**src/rtl/scan_ctrl_pkg.sv**
```systemverilog
package scan_ctrl_pkg;
  localparam int SLOT_BITS = 8;

  typedef enum logic [2:0] {
    ST_IDLE,
    ST_SHIFT_IN,
    ST_LATCH,
    ST_CAPTURE,
    ST_SHIFT_OUT
  } scan_state_e;
endpackage

```
**src/rtl/scan_seq.sv**
```systemverilog
module scan_seq
  import scan_ctrl_pkg::*;
#(
  parameter int N_DESIGNS = 498,
  parameter int CNT_W     = 12
) (
  input  logic             clk_i,
  input  logic             rst_ni,
  output scan_state_e      st_o,
  output logic [CNT_W-1:0] cnt_o,
  output logic             ph_o,
  output logic             start_o,
  output logic             done_o
);
  localparam logic [CNT_W-1:0] LAST = CNT_W'(N_DESIGNS * SLOT_BITS - 1);

  scan_state_e      st_q;
  logic [CNT_W-1:0] cnt_q;
  logic             ph_q;
  logic             last;

  assign last    = (cnt_q == LAST);
  assign done_o  = (st_q == ST_SHIFT_OUT) && ph_q && last;
  assign start_o = (st_q == ST_IDLE) || done_o;
  assign st_o    = st_q;
  assign cnt_o   = cnt_q;
  assign ph_o    = ph_q;

  always_ff @(posedge clk_i or negedge rst_ni) begin
    if (!rst_ni) begin
      st_q  <= ST_IDLE;
      cnt_q <= '0;
      ph_q  <= 1'b0;
    end else begin
      unique case (st_q)
        ST_IDLE: begin
          st_q  <= ST_SHIFT_IN;
          cnt_q <= '0;
          ph_q  <= 1'b0;
        end
        ST_SHIFT_IN, ST_SHIFT_OUT: begin
          ph_q <= ~ph_q;
          if (ph_q) begin
            if (last) begin
              cnt_q <= '0;
              st_q  <= (st_q == ST_SHIFT_IN) ? ST_LATCH : ST_SHIFT_IN;
            end else begin
              cnt_q <= cnt_q + 1'b1;
            end
          end
        end
        ST_LATCH:   st_q <= ST_CAPTURE;
        ST_CAPTURE: begin
          st_q  <= ST_SHIFT_OUT;
          cnt_q <= '0;
          ph_q  <= 1'b0;
        end
        default:    st_q <= ST_IDLE;
      endcase
    end
  end

  assert_ph_toggle_R2: assert property (@(posedge clk_i) disable iff (!rst_ni)
    (st_q == ST_SHIFT_IN && !ph_q) |=> ph_q);
endmodule

```
**src/rtl/scan_capture.sv**
```systemverilog
module scan_capture
  import scan_ctrl_pkg::*;
(
  input  logic                 clk_i,
  input  logic                 rst_ni,
  input  logic                 sample_i,
  input  logic [2:0]           bit_idx_i,
  input  logic                 scan_data_i,
  input  logic                 start_i,
  input  logic                 done_i,
  output logic [SLOT_BITS-1:0] data_o
);
  logic [SLOT_BITS-1:0] shadow_q;

  always_ff @(posedge clk_i or negedge rst_ni) begin
    if (!rst_ni) begin
      shadow_q <= '0;
      data_o   <= '0;
    end else begin
      if (start_i)       shadow_q <= '0;
      else if (sample_i) shadow_q[bit_idx_i] <= scan_data_i;
      if (done_i)        data_o <= shadow_q;
    end
  end

  assert_dout_hold_R7: assert property (@(posedge clk_i) disable iff (!rst_ni)
    !done_i |=> $stable(data_o));
endmodule

```
**src/rtl/scan_chain_ctrl.sv**
```systemverilog
module scan_chain_ctrl
  import scan_ctrl_pkg::*;
#(
  parameter int N_DESIGNS = 498,
  localparam int SEL_W    = $clog2(N_DESIGNS)
) (
  input  logic                 clk_i,
  input  logic                 rst_ni,
  input  logic [SEL_W-1:0]     sel_i,
  input  logic [SLOT_BITS-1:0] data_i,
  output logic [SLOT_BITS-1:0] data_o,
  output logic                 scan_clk_o,
  output logic                 scan_data_o,
  input  logic                 scan_data_i,
  output logic                 latch_o,
  output logic                 capture_o
);
  localparam int CNT_W = SEL_W + 3;
  localparam logic [CNT_W-1:0] LAST = CNT_W'(N_DESIGNS * SLOT_BITS - 1);

  scan_state_e          st;
  logic [CNT_W-1:0]     cnt;
  logic                 ph, start, done;
  logic [CNT_W-1:0]     pos;
  logic                 match;
  logic [SEL_W-1:0]     sel_q;
  logic [SLOT_BITS-1:0] din_q;

  scan_seq #(.N_DESIGNS(N_DESIGNS), .CNT_W(CNT_W)) u_seq (
    .clk_i(clk_i), .rst_ni(rst_ni), .st_o(st), .cnt_o(cnt), .ph_o(ph),
    .start_o(start), .done_o(done)
  );

  // chain position addressed by the current bit
  assign pos   = LAST - cnt;
  assign match = (pos[CNT_W-1:3] == sel_q);

  always_ff @(posedge clk_i or negedge rst_ni) begin
    if (!rst_ni) begin
      sel_q <= '0;
      din_q <= '0;
    end else if (start) begin
      sel_q <= sel_i;
      din_q <= data_i;
    end
  end

  assign scan_clk_o  = ((st == ST_SHIFT_IN) || (st == ST_SHIFT_OUT)) && ph;
  assign scan_data_o = (st == ST_SHIFT_IN) && match && din_q[pos[2:0]];
  assign latch_o     = (st == ST_LATCH);
  assign capture_o   = (st == ST_CAPTURE);

  scan_capture u_cap (
    .clk_i(clk_i), .rst_ni(rst_ni),
    .sample_i((st == ST_SHIFT_OUT) && !ph && match),
    .bit_idx_i(pos[2:0]), .scan_data_i(scan_data_i),
    .start_i(start), .done_i(done), .data_o(data_o)
  );

  assert_clk_half_R2: assert property (@(posedge clk_i) disable iff (!rst_ni)
    scan_clk_o |=> !scan_clk_o);
  assert_latch_capture_R3: assert property (@(posedge clk_i) disable iff (!rst_ni)
    latch_o |=> capture_o);
  assert_data_stable_R4: assert property (@(posedge clk_i) disable iff (!rst_ni)
    scan_clk_o |-> $stable(scan_data_o));
endmodule

```
**config.mk**
```make
export PLATFORM = sky130hd
export DESIGN_NAME = scan_chain_ctrl
export DESIGN_NICKNAME = d
export VERILOG_FILES = /design/src/rtl/scan_ctrl_pkg.sv /design/src/rtl/scan_seq.sv /design/src/rtl/scan_capture.sv /design/src/rtl/scan_chain_ctrl.sv
export SDC_FILE = /design/constraint.sdc
export NUM_CORES = 1
export LEC_CHECK = 0
export ABC_AREA = 1
export BUFFER_PORTS_ARGS = -buffer_cell sky130_fd_sc_hd__buf_2
export CORE_UTILIZATION = 30
export DETAILED_ROUTE_END_ITERATION = 6
export HOLD_SLACK_MARGIN = 0.02
export SLEW_MARGIN = 10
export SYNTH_ARGS = -nofsm -noshare
export SYNTH_HDL_FRONTEND = slang
export SYNTH_SLANG_ARGS = --single-unit
```
**constraint.sdc**
```tcl
create_clock -name clk_i -period 1.9 [get_ports clk_i]
set_clock_uncertainty 0.1 [all_clocks]
set_input_delay 0.57 -clock clk_i [delete_from_list [all_inputs] [get_ports clk_i]]
set_output_delay 0.57 -clock clk_i [all_outputs]
set_load 0.01 [all_outputs]
```
After elaboration in Yosys (flattened, before gate mapping)
Cells that the tools add are included.

Logic and storage cells: 53. Output and inout bits: 12. Flip-flop bits (word level): 49. Bits of input ports: 20.

Bitwise gates (word level): 1. Add/sub/neg operators: 2. Reduce and logical (&&, ||, !) cells: 18. Eq/ne operators: 8. Mux-type cells: 15. Magnitude comparators: 2.

Operator list (number): 2-to-1 mux 12 bit (2); one-hot mux 12 bit (2 select lines) (1); 2-to-1 mux 8 bit (2); adder 12 x 1 -> 12 bit (second input constant) (1); == test 12 bit (second input constant) (1); one-hot mux 3 bit (4 select lines) (1); subtractor 12 bit (first input constant) (1); == test 9 bit (1); bitwise mux 8 bit (1); logical AND 1 bit (8); == test 3 x 2 -> 1 bit (second input constant) (2); 2-to-1 mux 3 bit (2); less-than comparator 3 x 4 -> 1 bit (second input constant) (1); inequality test 2 x 1 -> 1 bit (second input constant) (2); AND reduction 2 bit (2); nonzero test 2 bit (2); OR reduction 2 bit (2); binary-select mux 1 bit (select 3 bit) (1); demux 1 bit (select 3 bit) (1); == test 3 x 1 -> 1 bit (second input constant) (1); == test 3 bit (second input constant) (1); >= comparator 3 x 1 -> 1 bit (second input constant) (1); zero test 3 bit (1); logical OR 1 bit (2); other kinds (5) (6).

Depth between registers and ports, before layout
Gate-level depths: netlist of run 1.

Depth in word-level cells: 8. Depth in mapped cells: 14. Depth with buffers taken out: 14.

Cells and area by module
From an unflattened synthesis of run 1, not the netlist that was laid out.

Cells, all modules: 387. Area, all modules: 2872.8 µm².

Modules (own cells, without submodules): scan_chain_ctrl (instances 1, cells an instance 158, area each 1107.3 µm²); scan_seq (instances 1, cells an instance 140, area each 1007.2 µm²); scan_capture (instances 1, cells an instance 89, area each 758.2 µm²).

Worst setup path before layout of run 1
No wires, ideal clock.

Kind: reg-to-output. Start: register u_seq.cnt_q[4] (netlist: u_seq.cnt_o[4]). End: output scan_data_o. Arrival time: 1.490 ns. Data required time: 1.230 ns. Slack: -0.260 ns. Cell stages (with the launch flop): 10. Path through: dfrtp_1 inv_2 ha_1 inv_1 nand2_1 nand2_1 nand3_1 nor2_2 nand3_2 nor3_1.

Cells in the longest elaborated chain, start to end: 4.

RTL lines: from (decl) (RTL line scan_seq.sv:18) `logic [CNT_W-1:0] cnt_q;`; from (signal assigned) (RTL line scan_seq.sv:48) `cnt_q <= cnt_q + 1'b1;`; subtractor 12 bit (RTL line scan_chain_ctrl.sv:35) `assign pos = LAST - cnt;`; == test 9 bit (RTL line scan_chain_ctrl.sv:36) `assign match = (pos[CNT_W-1:3] == sel_q);`; logical AND 1 bit (2 in series) (RTL line scan_chain_ctrl.sv:49) `assign scan_data_o = (st == ST_SHIFT_IN) && match && din_q[pos[2:0]];`; to (decl) (RTL line scan_chain_ctrl.sv:13) `output logic scan_data_o,`.

Every way passes these cells.

Final worst setup path of run 1
Start: register u_seq.cnt_q[5] (netlist: u_seq.cnt_o[5]). End: output scan_data_o.

Same word-level chain as after synthesis.

==> qor.yml, run 1 <==
status:
  status: "finished with violations"
  violations: "negative setup slack"
grt:
  overflow: 0
  grt_pass1_vias: 2219
  track_usage_pct: 13.40
  antenna_found_initial: 0
  grt_first_pass_wirelength_mm: 10.28
  grt_max_degree: 50
clocking:
  clk_latency_ns: 0.30
  cts_buffers: 5
  cts_hold_buf: 0
  htree_levels: 2
  ctsRootBufferMaster: "clkbuf_8"
  clk_pin_slew_ns: 0.09
  cts_tree: "done"
  clock-sinks: 49
  cts_max_path_buffers: 2
die:
  die_area_mm2: 0.009396
  top_level_ports: 32
  die_w_um: 96.94
  rows: 34
  core_area_mm2: 0.008721
  die_y_um: 96.94
  initial_core_util_pct: 31.00
layout:
  final_common_cell: "nand2_1"
  diodes: 0
  drive_gt1_share_pct: 33.63
  final_core_util_pct: 41.81
  final_cell_mix: "105 x nand2_1, 47 x inv_1, 47 x dfrtp_1"
  area.growth.synth_to_final_pct: 34.85
  fill_cells: 880
  finalNonFillerCells: 551
  finalNetCount: 465
worst_setup_path:
  arrival_ns: 1.75
  reg2reg_to: "u_cap.shadow_q[1]"
  reg2reg_depth: 16
  r2r_start: "u_seq.cnt_o[4]"
  cp.required_ns: 1.23
  worst_setup_path_end_kind: "primary output"
  start_kind: "flip-flop"
  crit_type: "reg -> out"
  cp_max_fo: 4
  reg2reg_slack_ns: -0.17
power:
  p_int_mw: 1.427
  p_leak_nw: 1.826
  p_seq_share_pct: 58.1
  totalPowerFinal_mw: 1.843
  p_sw_share_pct: 22.58
  clkPwrFrac_pct: 36.9
  power_switching_mw: 0.4162
  p_per_area_mw_per_mm2: 505.4
  comb_power_share_pct: 5.0
  irDropWorstVdd_v: 0.0002536
drt:
  drt_pre_antenna_iters: 4
  vias_per_cell: 4.463
  routedWlPerCell_um: 11.58
  totalWireLength_mm: 6.382
  drt-initial-drc-count: 87
  drtAntennaViolNets: 0
  via_count: 2459
  drc: 0
sta:
  worst_slew_pin_slew_ns: 0.5207
  slew_violations: 0
  finalWorstSetupSlack_ns: -0.5215
  rsz0062_at_grt: "yes"
  fmaxAchievable_mhz: 413.0
  hold_violations: 0
  relSlewSlack_pct: 65.25
  fin_crit_ns: 2.421
  finalCritPeriodShare_pct: 127.4
  fin_hold_ws_ns: 0.1465
  setup_viol: 12
placed_design:
  place.gp.congestion: 0.8670
  place_ws_ns: -0.2451
  place_hpwl_mm: 4.606
  io_buffers: 31
  dp_cells: 532
yosys:
  synth_top_area_share_pct: 45.35
  syn-cell-area_mm2: 0.002704
  synthTopCellsByArea: "dfrtp_1 45%, nand2_1 15%, inv_1 6.8%"
  synth-seq-area-share_pct: 45.35
  synth_cell_type_count: 32
  syn_inst: 363
  ys_warn_count: 0
  synth_nets: 386
  yosysTopAreaCell: "dfrtp_1"
  synth_area_per_cell_um2: 7.449
  ys_seq_elements: 49
job:
  drv_cap: 0
min_path:
  hp-class: "in -> async"
## stage by stage
step | instance area (µm²) | setup TNS [ns]
after floorplan | 2728 | -0.04048
after global placement | 3272 | -0.3280
after detailed placement | 3272 | -0.4499
after CTS | 3476 | -1.800
after global routing | 3646 | -3.741
final | 3646 | -2.114
## logic make-up (layout without fill, tap and decap cells)
| group | after synthesis | count (layout) | synth area share [%] |
|---|---|---|---|
| fa+ha+maj | 3 | 3 | 1.388 |
| flops | 49 | 49 | 45.35 |
| buf+inv | 67 | 146 | 10.46 |
| xor+xnor | 4 | 4 | 1.296 |
| simple gates | 191 | 192 | 32.02 |
| compound gates | 49 | 49 | 9.486 |
## worst max path at each step
stage                              start  depth (start not counted)     endpoint
final                     u_seq.cnt_o[5]                         10  scan_data_o
after global routing      u_seq.cnt_o[4]                         11  scan_data_o
after CTS                 u_seq.cnt_o[4]                         11  scan_data_o
after detailed placement   u_seq.st_o[1]                          6  scan_data_o
after global placement     u_seq.st_o[1]                          6  scan_data_o
after floorplan           u_seq.cnt_o[4]                         10  scan_data_o
## power groups by stage
stage	Combinational (mW)	Sequential, mW	Clock [mW]
2_1_floorplan	0.0408	1.09	0
3_3_place_gp	0.0912	1.09	0
3_5_place_dp	0.0925	1.09	0
4_1_cts	0.0940	1.07	0.704
5_1_grt	0.106	1.07	0.734
6_report	0.0925	1.07	0.680
## final cells by class
type | count | area (µm²) | area share (%)
clock buffer | 7 | 96.34 | 2.642
inverter | 61 | 249.0 | 6.829
tap | 108 | 135.1 | 3.706
timing repair buffer | 77 | 566.8 | 15.55
clock inverter | 1 | 5.005 | 0.1373
multi-input combinational | 248 | 1365 | 37.44
sequential | 49 | 1229 | 33.70
## sequential cells by signal, summed over array words and instances (netlist names)
signal / cells
u_seq.ph_o: 1
u_cap.data_o: 8
u_seq.cnt_o: 12
sel_q: 9
u_cap.shadow_q: 8
u_seq.st_o: 3
din_q: 8
## worst max-delay path: stages (launching register included)
cell and delay (ns):
dfrtp_1 0.39, inv_2 0.06, ha_4 0.16, nand2_2 0.10, nand3_2 0.09, nand2_1 0.06
nand2_1 0.05, nor2_2 0.12, nand2_4 0.08, nor3_4 0.17, buf_2 0.15
## repair_timing
item	in CTS	in global routing
gates resized for setup	26	22
setup endpoints to repair	14	35
pin swaps	5	10
cloned	0	1
setup buffers	1	10
## cell usage after synthesis
master	n
xnor2_1	3
clkinv_1	1
a21oi_1	9
o22ai_1	3
o21ai_1	20
nand3_2	2
nand2_8	1
nand2_1	108
inv_1	49
xor2_1	1
o21ai_0	14
nand3_1	20
nor3_2	1
nand2_4	1
dfrtp_1	49
nand3_4	1
nor2_2	9
inv_6	1
nand4_1	1
buf_2	1
inv_4	1
clkinv_4	1
buf_4	3
nor3_1	6
nor2_4	3
nor2_1	33
inv_2	8
nand2_2	5
clkdlybuf4s25_2	1
o211ai_1	3
clkbuf_1	1
ha_1	3
## routing by layer
metal	global-route usage, %	up-vias	wire (µm)
met5	0	-	0
met3	2.023	5	200
met1	18.73	1135	3196
met4	4.133	0	80
li1	-	1279	-
met2	21.34	40	2904
Note: power is estimated with default switching activity, not from simulation.
==> run 2: changes to the inputs <==
--- a/config.mk
+++ b/config.mk
@@ -7,9 +7,12 @@
 export LEC_CHECK = 0
 export ABC_AREA = 1
 export BUFFER_PORTS_ARGS = -buffer_cell sky130_fd_sc_hd__buf_2
+export CELL_PAD_IN_SITES_DETAIL_PLACEMENT = 1
+export CELL_PAD_IN_SITES_GLOBAL_PLACEMENT = 1
 export CORE_UTILIZATION = 30
 export DETAILED_ROUTE_END_ITERATION = 6
 export HOLD_SLACK_MARGIN = 0.02
+export PLACE_DENSITY_LB_ADDON = 0.1
 export SLEW_MARGIN = 10
 export SYNTH_ARGS = -nofsm -noshare
 export SYNTH_HDL_FRONTEND = slang
==> run 2 against run 1 <==
  * The flow still finishes with violations (negative setup slack)
  * Core utilization grew 6.8 points
  * Sequential cell count is the same
  * Sequential power is essentially flat
  * Count of clock-buffer cells in the layout shrank 1
  * Final area grew 16%
  * Critical path type unchanged
==> qor.yml, run 2 (synthesis results as in run 1) <==
grt:
  overflow: 0  # unchanged
  grt_max_degree: 50  # unchanged
  antenna_found_initial: 0  # unchanged
  use_met2_pct: 28.06  # was 21.34%
  track_usage_pct: 17.53  # was 13.40%
  grt_use_met3_pct: 3.035  # was 2.023%
  grt_first_pass_wirelength_mm: 13.17  # was 10.28 mm
  busiest_layer: "met2"  # unchanged
  met1_usage_pct: 24.20  # was 18.73%
  grt_pass1_vias: 2722  # was 2219
drt:
  drc: 0  # unchanged
  totalWireLength_mm: 8.219  # was 6.382 mm
  via_count: 2661  # was 2459
  vias_per_cell: 4.652  # was 4.463
  routedWlPerCell_um: 14.37  # was 11.58 µm
  drtAntennaViolNets: 0  # unchanged
  drt-initial-drc-count: 78  # was 87
  drt_pre_antenna_iters: 4  # unchanged
placed_design:
  postPlaceCellArea_mm2: 0.003367  # was 0.003272 mm²
  place_hpwl_mm: 5.521  # was 4.606 mm
  io_buffers: 31  # unchanged
  place.gp.congestion: 0.8140  # was 0.8670
  place_ws_ns: -0.2001  # was -0.2451 ns
clocking:
  cts_hold_buf: 0  # unchanged
  cts_max_path_buffers: 2  # unchanged
  htree_levels: 2  # unchanged
  clk_latency_ns: 0.30  # about the same
  clock-sinks: 49  # unchanged
  ctsRootBufferMaster: "clkbuf_8"  # unchanged
  clk_pin_slew_ns: 0.10  # was 0.09 ns
  cts_buffers: 5  # unchanged
  cts_tree: "done"  # unchanged
die:
  rows: 34  # unchanged
  die_y_um: 96.94  # unchanged
  die_w_um: 96.94  # unchanged
  die_area_mm2: 0.009396  # unchanged
  initial_core_util_pct: 31.00  # unchanged
  core_area_mm2: 0.008721  # unchanged
  top_level_ports: 32  # unchanged
worst_setup_path:
  reg2reg_to: "u_cap.shadow_q[6]"  # was u_cap.shadow_q[1]
  reg2reg_depth: 16  # unchanged
  cp.required_ns: 1.23  # about the same
  cp_max_fo: 4  # unchanged
  reg2reg_slack_ns: -0.10  # was -0.17 ns
  start_kind: "flip-flop"  # unchanged
  arrival_ns: 1.75  # about the same
  worst_setup_path_end_kind: "primary output"  # unchanged
  r2r_start: "u_seq.cnt_o[4]"  # unchanged
  crit_type: "reg -> out"  # unchanged
layout:
  area.growth.synth_to_final_pct: 56.83  # was 34.85%
  final_common_cell: "nand2_1"  # unchanged
  finalNetCount: 486  # was 465
  design_area_mm2: 0.004240  # was 0.003646 mm²
  largest_register_ffs: 12  # unchanged
  diodes: 0  # unchanged
  drive_gt1_share_pct: 50.00  # was 33.63%
  final_cell_mix: "68 x nand2_1, 47 x buf_4, 45 x dfrtp_1"  # was 105 x nand2_1, 47 x inv_1, 47 x dfrtp_1
sta:
  finalCritPeriodShare_pct: 127.6  # was 127.4%
  setup_viol: 26  # was 12
  fmaxAchievable_mhz: 412.6  # was 413.0 MHz
  setup_tns_ns: -1.640  # was -2.114 ns
  slew_violations: 0  # unchanged
  fin_crit_ns: 2.424  # was 2.421 ns
  rsz0062_at_grt: "yes"  # unchanged
  hold_violations: 0  # unchanged
  finalWorstSetupSlack_ns: -0.5238  # was -0.5215 ns
  worst_slew_pin_slew_ns: 0.4909  # was 0.5207 ns
  relSlewSlack_pct: 67.19  # was 65.25%
power:
  p_per_area_mw_per_mm2: 438.0  # was 505.4 mW/mm²
  p_sw_share_pct: 24.74  # was 22.58%
  power_switching_mw: 0.4595  # was 0.4162 mW
  p_int_mw: 1.398  # was 1.427 mW
  p_seq_share_pct: 57.7  # was 58.1%
  comb_power_share_pct: 5.6  # was 5.0%
  irDropWorstVdd_v: 0.0002660  # was 0.0002536 V
  p_leak_nw: 2.035  # was 1.826 nW
  clkPwrFrac_pct: 36.6  # was 36.9%
job:
  drv_cap: 0  # unchanged
status:
  status: "finished with violations"  # unchanged
  violations: "negative setup slack"  # unchanged
min_path:
  hp-class: "in -> async"  # unchanged
[run 2: changes by cell type in the layout (fill, tap and decap cells not counted), sizes merged]
cell | before | now
nand2 | 116 | 118
buf | 77 | 94
inv | 59 | 58
clkinv | 3 | 6
[run 2: timing repair]
action                     4_1_cts  5_1_grt
resized for setup               29      121
pin swaps                        8       16
setup endpoints to repair       42       49
cloned                           2        3
setup buffers                    6       12
[run 2: per-stage QoR]
step | utilization, % | instances | power [mW] | hold WS [ns]
floorplan | - | 363 | 1.129 | 0.1744
global placement | 38.61 | 543 | 1.188 | 0.3607
detailed placement | 38.61 | 543 | 1.190 | 0.3635
CTS | 41.69 | 558 | 1.875 | 0.1524
global route | 48.62 | 572 | 1.939 | 0.1697
finish | 48.62 | 572 | 1.857 | 0.1446
[run 2: final cells by class]
class                      count  area (µm²)
fill                        1043        4481
multi-input combinational    250        1717
sequential                    49        1231
timing repair buffer          95       780.7
inverter                      61       264.0
tap                          108       135.1
clock buffer                   6       82.58
timing repair inverter         1       16.27
clock inverter                 2       13.76
[run 2: worst max-delay path by stage]
| stage | startpoint | to | slack [ns] | cells after the start |
|---|---|---|---|---|
| floorplan | u_seq.cnt_o[4] | scan_data_o | -0.04 | 10 |
| CTS | u_seq.cnt_o[4] | scan_data_o | -0.53 | 11 |
| global route | u_seq.st_o[1] | scan_data_o | -0.64 | 7 |
| finish | u_seq.st_o[1] | scan_data_o | -0.52 | 7 |
| detailed placement | u_seq.cnt_o[5] | scan_data_o | -0.20 | 11 |
| global placement | u_seq.st_o[1] | scan_data_o | -0.18 | 7 |
[run 2: power groups by stage]
stage	registers [mW]	logic (mW)	clock network (mW)
6_report	1.07	0.104	0.680
5_1_grt	1.08	0.122	0.742
4_1_cts	1.07	0.0988	0.705
3_5_place_dp	1.09	0.0979	0
3_3_place_gp	1.09	0.0956	0
2_1_floorplan	1.09	0.0408	0
[run 2: critical path, cell delays in order (launching register included)]
cell,delay (ns)
dfrtp_1,0.41
nor3_2,0.18
buf_4,0.17
o21ai_0,0.09
a21oi_1,0.12
nand3_1,0.13
nor3_4,0.21
buf_2,0.16
[run 2: per-layer routing]
metal / share of wire, % / up-vias
li1: - / 1338
met1: 48 / 1279
met2: 48 / 38
met3: 2.8 / 6
met4: 1.0 / 0
met5: 0 / -
==> run 3: changes to the inputs <==
--- a/config.mk
+++ b/config.mk
@@ -7,7 +7,7 @@
 export LEC_CHECK = 0
 export ABC_AREA = 1
 export BUFFER_PORTS_ARGS = -buffer_cell sky130_fd_sc_hd__buf_2
-export CELL_PAD_IN_SITES_DETAIL_PLACEMENT = 1
+export CELL_PAD_IN_SITES_DETAIL_PLACEMENT = 0
 export CELL_PAD_IN_SITES_GLOBAL_PLACEMENT = 1
 export CORE_UTILIZATION = 30
 export DETAILED_ROUTE_END_ITERATION = 6
==> run 3 against run 2 <==
  * The flow still finishes with violations (negative setup slack)
  * Non-clock buffer count grew 3
  * Final area decreased by 3.3%
  * Cell count rose by 0.17%
  * Count of clock-buffer cells in the layout up 1
  * Core utilization is 1.6 points lower
  * Critical path type unchanged
  * Largest cell class unchanged
==> qor.yml, run 3 (synthesis results as in run 1) <==
clocking:
  ctsRootBufferMaster: "clkbuf_8"  # unchanged
  clk_latency_ns: 0.31  # was 0.30 ns
  clk_pin_slew_ns: 0.10  # about the same
  htree_levels: 2  # unchanged
  clock-sinks: 49  # unchanged
  cts_tree: "done"  # unchanged
  cts_buffers: 5  # unchanged
  cts_max_path_buffers: 2  # unchanged
grt:
  grt_pass1_vias: 2590  # was 2722
  track_usage_pct: 16.73  # was 17.53%
  grt_first_pass_wirelength_mm: 12.51  # was 13.17 mm
  antenna_found_initial: 0  # unchanged
  overflow: 0  # unchanged
  grt_max_degree: 50  # unchanged
worst_setup_path:
  start_kind: "flip-flop"  # unchanged
  crit_type: "reg -> out"  # unchanged
  cp_max_fo: 3  # was 4
  cp.required_ns: 1.23  # about the same
  worst_setup_path_end_kind: "primary output"  # unchanged
  arrival_ns: 1.72  # was 1.75 ns
placed_design:
  place_hpwl_mm: 5.021  # was 5.521 mm
  io_buffers: 31  # unchanged
  place.gp.congestion: 0.8140  # unchanged
  postPlaceCellArea_mm2: 0.003367  # unchanged
die:
  die_area_mm2: 0.009396  # unchanged
  die_y_um: 96.94  # unchanged
  initial_core_util_pct: 31.00  # unchanged
  top_level_ports: 32  # unchanged
  core_area_mm2: 0.008721  # unchanged
  rows: 34  # unchanged
  die_w_um: 96.94  # unchanged
layout:
  design_area_mm2: 0.004099  # was 0.004240 mm²
  final_common_cell: "nand2_1"  # unchanged
  area.growth.synth_to_final_pct: 51.60  # was 56.83%
  largest_register_ffs: 12  # unchanged
  final_cell_mix: "87 x nand2_1, 45 x inv_1, 45 x dfrtp_1"  # was 68 x nand2_1, 47 x buf_4, 45 x dfrtp_1
  diodes: 0  # unchanged
  finalNetCount: 487  # was 486
  drive_gt1_share_pct: 45.81  # was 50.00%
  final_core_util_pct: 47.00  # was 48.62%
sta:
  slew_violations: 0  # unchanged
  relSlewSlack_pct: 79.95  # was 67.19%
  worst_slew_pin_slew_ns: 0.3008  # was 0.4909 ns
  hold_violations: 0  # unchanged
  finalCritPeriodShare_pct: 125.7  # was 127.6%
  rsz0062_at_grt: "yes"  # unchanged
  setup_tns_ns: -7.639  # was -1.640 ns
  fmaxAchievable_mhz: 418.6  # was 412.6 MHz
  setup_viol: 50  # was 26
  finalWorstSetupSlack_ns: -0.4889  # was -0.5238 ns
  fin_crit_ns: 2.389  # was 2.424 ns
drt:
  via_count: 2587  # was 2661
  vias_per_cell: 4.515  # was 4.652
  drt-initial-drc-count: 79  # was 78
  drc: 0  # unchanged
  drtAntennaViolNets: 0  # unchanged
  totalWireLength_mm: 7.551  # was 8.219 mm
  drt_pre_antenna_iters: 4  # unchanged
  routedWlPerCell_um: 13.18  # was 14.37 µm
status:
  status: "finished with violations"  # unchanged
  violations: "negative setup slack"  # unchanged
power:
  irDropWorstVdd_v: 0.0002936  # was 0.0002660 V
  p_leak_nw: 2.003  # was 2.035 nW
  p_per_area_mw_per_mm2: 443.1  # was 438.0 mW/mm²
min_path:
  hp-class: "in -> async"  # unchanged
job:
  drv_cap: 0  # unchanged
[run 3: cell count changes in the layout (fill, tap and decap cells not counted), sizes merged]
cell and change:
clkinvlp +1, clkinv -4, inv +1, nand2 -1, buf +4
[run 3: final cells by class]
type	instances	area, µm²
clock buffers	7	76.32
multi-input cells	249	1577
clock inverters	1	7.507
well taps	108	135.1
repair buffers	98	815.8
fillers	886	4622
flip-flops and latches	49	1231
inverters	61	256.5
[run 3: critical path: stages, from the launching register on]
cell     delay (ns)
dfrtp_1        0.40
inv_2          0.09
ha_4           0.16
inv_1          0.05
nand2_2        0.07
nand2_1        0.05
nand2_1        0.05
nand2_1        0.05
nor2_2         0.11
nand3_2        0.11
nor3_4         0.13
buf_2          0.16
[run 3: timing repair]
action                                  in CTS  in global routing
hold buffers                                 0                  0
endpoints found under the setup margin      42                 50
pin swaps                                   15                 17
setup buffers                               12                 11
gates cloned                                 2                  0
gates resized for setup                     56                 74
[run 3: per-layer routing]
layer | vias to the layer above | track usage (%) | wire length (µm)
li1 | 1330 | - | -
met3 | 6 | 2.818 | 213
met1 | 1214 | 23.94 | 3812
met4 | 0 | 4.133 | 80
met5 | - | 0 | 0
met2 | 37 | 26.22 | 3444
[run 3: final timing paths]
path	start	endpoint	slack [ns]	cells after the start
max in group asynchronous	rst_ni	u_seq.cnt_o[1]	1.29	2
min reg2reg	din_q[4]	din_q[4]	0.39	2
min	rst_ni	sel_q[4]	0.11	2
max	u_seq.cnt_o[4]	scan_data_o	-0.49	11
min in group clk_i	data_i[7]	din_q[7]	0.35	3
max reg2reg	u_seq.st_o[0]	u_cap.shadow_q[4]	-0.21	16
[run 3: metrics by stage]
step,hold WS (ns),std cells,worst slack (ns),total power [mW]
after floorplan,0.1744,363,-0.04048,1.129
after global placement,0.3607,543,-0.1790,1.188
after detailed placement,0.3600,543,-0.1964,1.188
after CTS,0.1478,564,-0.5042,1.834
after global routing,0.1689,573,-0.6475,1.888
final,0.1140,573,-0.4889,1.816
[run 3: power by group]
part / internal [mW] / total [mW] / leakage [nW] / switching [mW]
sequential: 1.06 / 1.07 / 0.624 / 0.0111
combinational: 0.0399 / 0.0994 / 1.34 / 0.0595
clock: 0.262 / 0.646 / 0.0385 / 0.383
